## config.mk

```make
export PLATFORM = sky130hd
export DESIGN_NAME = bus_arbiter
export DESIGN_NICKNAME = d
export VERILOG_FILES = /design/src/rtl/arb_pkg.sv /design/src/rtl/arb_prio_pick.sv /design/src/rtl/arb_next_state.sv /design/src/rtl/arb_grant_decode.sv /design/src/rtl/bus_arbiter.sv
export SDC_FILE = /design/constraint.sdc
export NUM_CORES = 1
export LEC_CHECK = 0
export BUFFER_PORTS_ARGS = -buffer_cell sky130_fd_sc_hd__buf_2
export CAP_MARGIN = 10
export CORE_AREA = 2 2 39 41
export DETAILED_ROUTE_END_ITERATION = 8
export DIE_AREA = 0 0 41 43
export PLACE_DENSITY = 0.33
export SLEW_MARGIN = 30
export SYNTH_ARGS = -nofsm -noshare
export SYNTH_HDL_FRONTEND = slang
export SYNTH_SLANG_ARGS = --single-unit
```

## constraint.sdc

```tcl
create_clock -name clk -period 1.5 [get_ports clk]
set_input_delay 0.075 -clock clk [delete_from_list [all_inputs] [get_ports clk]]
set_output_delay 0.075 -clock clk [all_outputs]
set_load 0.05 [all_outputs]
```

## src/rtl/arb_pkg.sv

```systemverilog
package arb_pkg;
  parameter int unsigned ARB_N = 4;
  localparam int unsigned ARB_IW = (ARB_N > 1) ? $clog2(ARB_N) : 1;

  typedef enum logic {
    POL_HOLD    = 1'b0,
    POL_PREEMPT = 1'b1
  } arb_policy_e;

  typedef struct packed {
    logic              busy;
    logic [ARB_IW-1:0] owner;
  } arb_state_t;
endpackage

```

## src/rtl/arb_prio_pick.sv

```systemverilog
module arb_prio_pick #(
  parameter int unsigned N  = 4,
  parameter int unsigned IW = (N > 1) ? $clog2(N) : 1
) (
  input  logic [N-1:0]  req,
  output logic          found,
  output logic [IW-1:0] idx
);
  // Scan from the top index down, so the lowest set index is written last.
  always_comb begin
    found = 1'b0;
    idx   = '0;
    for (int i = N - 1; i >= 0; i--) begin
      if (req[i]) begin
        found = 1'b1;
        idx   = IW'(i);
      end
    end
  end
endmodule

```

## src/rtl/arb_next_state.sv

```systemverilog
module arb_next_state
  import arb_pkg::*;
#(
  parameter int unsigned N  = ARB_N,
  parameter int unsigned IW = ARB_IW
) (
  input  logic        cur_busy,
  input  logic [IW-1:0] cur_owner,
  input  logic [N-1:0]  req,
  input  arb_policy_e   policy,
  output logic          nxt_busy,
  output logic [IW-1:0] nxt_owner
);
  logic          any_req;
  logic [IW-1:0] best_idx;
  logic          owner_still;
  logic          keep_owner;

  arb_prio_pick #(.N(N), .IW(IW)) u_pick (
    .req   (req),
    .found (any_req),
    .idx   (best_idx)
  );

  assign owner_still = cur_busy && req[cur_owner];
  assign keep_owner  = owner_still && (policy == POL_HOLD);

  always_comb begin
    if (keep_owner) begin
      nxt_busy  = 1'b1;
      nxt_owner = cur_owner;
    end else if (any_req) begin
      nxt_busy  = 1'b1;
      nxt_owner = best_idx;
    end else begin
      nxt_busy  = 1'b0;
      nxt_owner = '0;
    end
  end
endmodule

```

## src/rtl/arb_grant_decode.sv

```systemverilog
module arb_grant_decode #(
  parameter int unsigned N  = 4,
  parameter int unsigned IW = (N > 1) ? $clog2(N) : 1
) (
  input  logic          busy,
  input  logic [IW-1:0] owner,
  output logic [N-1:0]  gnt
);
  for (genvar k = 0; k < N; k++) begin : g_dec
    assign gnt[k] = busy && (owner == IW'(k));
  end
endmodule

```

## src/rtl/bus_arbiter.sv

```systemverilog
module bus_arbiter
  import arb_pkg::*;
#(
  parameter int unsigned N_REQ = ARB_N
) (
  input  logic             clk,
  input  logic             rst_n,
  input  logic [N_REQ-1:0] req_i,
  input  logic             preempt_i,
  output logic [N_REQ-1:0] gnt_o
);
  localparam int unsigned IW = (N_REQ > 1) ? $clog2(N_REQ) : 1;

  logic          st_busy_q, st_busy_d;
  logic [IW-1:0] st_owner_q, st_owner_d;
  logic          st_en;
  arb_policy_e   policy;

  assign policy = preempt_i ? POL_PREEMPT : POL_HOLD;

  arb_next_state #(.N(N_REQ), .IW(IW)) u_next (
    .cur_busy  (st_busy_q),
    .cur_owner (st_owner_q),
    .req       (req_i),
    .policy    (policy),
    .nxt_busy  (st_busy_d),
    .nxt_owner (st_owner_d)
  );

  // Clock enable: load the state register only when the state changes.
  assign st_en = (st_busy_d != st_busy_q) || (st_owner_d != st_owner_q);

  always_ff @(posedge clk or negedge rst_n) begin
    if (!rst_n) begin
      st_busy_q  <= 1'b0;
      st_owner_q <= '0;
    end else if (st_en) begin
      st_busy_q  <= st_busy_d;
      st_owner_q <= st_owner_d;
    end
  end

  arb_grant_decode #(.N(N_REQ), .IW(IW)) u_dec (
    .busy  (st_busy_q),
    .owner (st_owner_q),
    .gnt   (gnt_o)
  );

  AST_GNT_ONEHOT0: assert property (@(posedge clk) disable iff (!rst_n) $onehot0(gnt_o));
  AST_RESET_IDLE: assert property (@(posedge clk) !rst_n |-> (gnt_o == '0));
  AST_NO_REQ_IDLE: assert property (@(posedge clk) disable iff (!rst_n) (req_i == '0) |=> (gnt_o == '0));
  AST_IDLE_LOWEST: assert property (@(posedge clk) disable iff (!rst_n) ((gnt_o == '0) && (req_i != '0)) |=> (gnt_o == ($past(req_i) & (-$past(req_i)))));
  AST_PREEMPT_LOWEST: assert property (@(posedge clk) disable iff (!rst_n) (preempt_i && (req_i != '0)) |=> (gnt_o == ($past(req_i) & (-$past(req_i)))));
  AST_HOLD_KEEP: assert property (@(posedge clk) disable iff (!rst_n) (!preempt_i && ((gnt_o & req_i) != '0)) |=> (gnt_o == $past(gnt_o)));
  AST_RELEASE_NEXT: assert property (@(posedge clk) disable iff (!rst_n) ((gnt_o != '0) && ((gnt_o & req_i) == '0)) |=> (gnt_o == ($past(req_i) & (-$past(req_i)))));
  AST_GNT_FROM_REQ: assert property (@(posedge clk) disable iff (!rst_n) (gnt_o != '0) |-> ((gnt_o & $past(req_i)) == gnt_o));
endmodule

```

==> run_results.csv <==
group,metric,value,unit
timing,rsz0062_at_grt,"false",
place,io_buffer_count,10,
detailed_routing,dr.first_iter.drc_count,7,
logic_synthesis,netlist_instances,22,
timing,fin_crit,1263,ps
place,place_area,269.0,um2
clock_network,cts-htree-levels,1,
finish,fin_nets,45,
worst_setup_path,cpLargestDelayFamily,"flip-flops",
logic_synthesis,synth-seq-cells,3,
timing,final_max_slew_viol_count,0,
logic_synthesis,syn_nets,29,
worst_setup_path,cp_cell_sequence,"inv_1 -> and3_1 -> buf_2",
floorplan,dieArea,0.001763,mm2
timing,worst_pin_slew,288.5,ps
floorplan,core-area,0.001384,mm2
clock_network,cts_sinks,3,
worst_hold_path,hp-class,"in -> reg",
worst_setup_path,crit_arrival,1190,ps
detailed_routing,drc,0,
grt,grt_pass1_wl,903,um
grt,grt_pass1_vias,223,
place,hpwl,391.8,um
run_status,status,"finished, final reports clean",
detailed_routing,wire_per_inst,9.377,um
logic_synthesis,synth.distinct_cells,14,
power_and_ir_drop,powerDensity,1117,mW/mm2
place,pre_cts_ws,278.5,ps
grt,grt_antenna_before_repair,0,
detailed_routing,num_vias,213,
grt,gr-total-overflow,0,
worst_setup_path,cp-end-kind,"output port",
logic_synthesis,yosysSeqAreaShare,0.3774,
floorplan,initial_utilization,0.1438,
grt,track_usage,0.08543,
finish,area_growth,53.46,%
worst_setup_path,path_class,"reg -> out",
clock_network,insertion_delay,230,ps
worst_setup_path,critPathMaxFanout,5,
timing,fin_skew,2.442,ps
floorplan,ios,11,
clock_network,clockRootBuffer,"clkbuf_4",
detailed_routing,wirelength,497,um
worst_setup_path,critPathRequiredTime,1420,ps
timing,setup_viol,0,
floorplan,rows,14,
detailed_routing,dr.pass1.iters,4,
finish,drive_gt1_frac,0.4054,
worst_setup_path,setup.worst_path.start_class,"register",
place,routabilityCongestion,0.5642,
worst_setup_path,critPathMaxStageDelay,420,ps
timing,relSlewSlack,0.8070,
clock_network,cts_tree,"built",
finish,final_area,305.3,um2
worst_setup_path,worst_path_max_delay_cell,"dfrtp_1",
detailed_routing,antenna_left,0,
run,drv_cap,0,
timing,report.final.hold_viol_count,0,
finish,diodes,0,
timing,period_share,0.8421,
timing,tns,0,ps
clock_network,clock_path_buffers,2,
logic_synthesis,synthesis.area,198.9,um2
floorplan,die_y,43,um
detailed_routing,viasPerCell,4.019,
power_and_ir_drop,p_leak,0.1474,nW
clock_network,cts-buffers-inserted,3,
timing,setup_ws,236.9,ps
logic_synthesis,ys_warn_count,0,
finish,n_fill_cell,160,
clock_network,clk_pin_slew_worst_paths,40,ps
logic_synthesis,synth.avg_cell_area,9.043,um2
timing,fmax,791.7,MHz
floorplan,die_w,41,um
grt,grt_max_degree,6,
worst_setup_path,crit_buf_inv,2,
power_and_ir_drop,peakVddDrop,0.2808,mV
[cell type report]
type | instances | area (um2) | share of cell area
sequential | 3 | 75.07 | 0.2459
inverter | 2 | 7.507 | 0.02459
multi-input combinational | 17 | 116.4 | 0.3811
clock buffer | 4 | 26.28 | 0.08607
tap | 16 | 20.02 | 0.06557
timing repair buffer | 11 | 60.06 | 0.1967
[cell usage after synthesis]
cell / number / area [um2]
a21oi_1: 1 / 5.000
and3_2: 1 / 7.510
o32ai_1: 1 / 8.760
nor3_1: 1 / 5.000
and3_1: 1 / 6.260
nand2_1: 1 / 3.750
mux2i_1: 3 / 30.03
inv_1: 2 / 7.510
nor2_1: 4 / 15.01
o32ai_2: 1 / 16.27
o21ai_0: 1 / 5.000
dfrtp_1: 3 / 75.07
nand3b_1: 1 / 7.510
nand2b_1: 1 / 6.260
[path summary, 6_finish.rpt]
check	from	end	slack, ps	cells past startpoint
worst max-delay path	st_owner_q[1]$_DFFE_PN0P_	gnt_o[1]	240	3
worst min-delay path	req_i[0]	st_busy_q$_DFFE_PN0P_	80	3
worst max register to register	st_owner_q[1]$_DFFE_PN0P_	st_owner_q[0]$_DFFE_PN0P_	280	3
worst min register to register	st_owner_q[1]$_DFFE_PN0P_	st_owner_q[1]$_DFFE_PN0P_	670	2
max in group asynchronous	rst_n	st_busy_q$_DFFE_PN0P_	1230	2
min in group asynchronous	rst_n	st_owner_q[1]$_DFFE_PN0P_	160	2
[metal layers]
metal,vias up,GRT usage,share of wire
met5,-,0,0
met4,0,0.1000,0
met3,0,0.04712,0.078
met2,9,0.1156,0.57
met1,95,0.07742,0.35
li1,109,-,-
[worst register-to-register path: cells and delay by family (launching register included)]
family / cells / cell delay, ps
muxes: 1 / 280
and+or+nand+nor: 1 / 80
DFF: 1 / 420
AOI/OAI and AO/OA: 1 / 320
[cell families (layout without fill, tap and decap cells)]
family                 Yosys count  after routing  share of synthesized area
flip-flops                       3              3                     0.3773
multiplexers                     3              3                     0.1509
AO/OA/AOI/OAI                    4              4                     0.1761
AND/OR/NAND/NOR                 10             10                     0.2579
buffers and inverters            2             17                    0.03775
[registers in the layout, summed over array words and instances, names as in the netlist]
name	count
st_busy_q	1
st_owner_q	2
[metrics by stage]
step                      instances  hold WS [ps]    util  power, mW
after floorplan                  22        -220.6       -     0.1703
after global placement           48        -128.6  0.1944     0.1995
after detailed placement         48        -128.6  0.1944     0.2002
after CTS                        53         77.63  0.2206     0.3495
after global routing             53         101.6  0.2206     0.3642
final                            53         75.63  0.2206     0.3410
[power by group]
part	internal, mW	switching (mW)
clock network	0.0996	0.0410
logic	0.0350	0.0707
registers	0.0877	0.00693
[timing repair]
| item | CTS | global route |
|---|---|---|
| hold buffers | 1 | 0 |
| resized for setup | 0 | 0 |
| setup buffers | 0 | 0 |
| endpoints found under the hold margin | 3 | 0 |
[layout by cell type (no fill, tap or decap), types with 2 or more instances in the layout]
master    instances
mux2i_1           3
dfrtp_1           3
buf_2            10
inv_1             2
clkbuf_4          3
nor2_1            4
(Power assumes the default switching activity.)
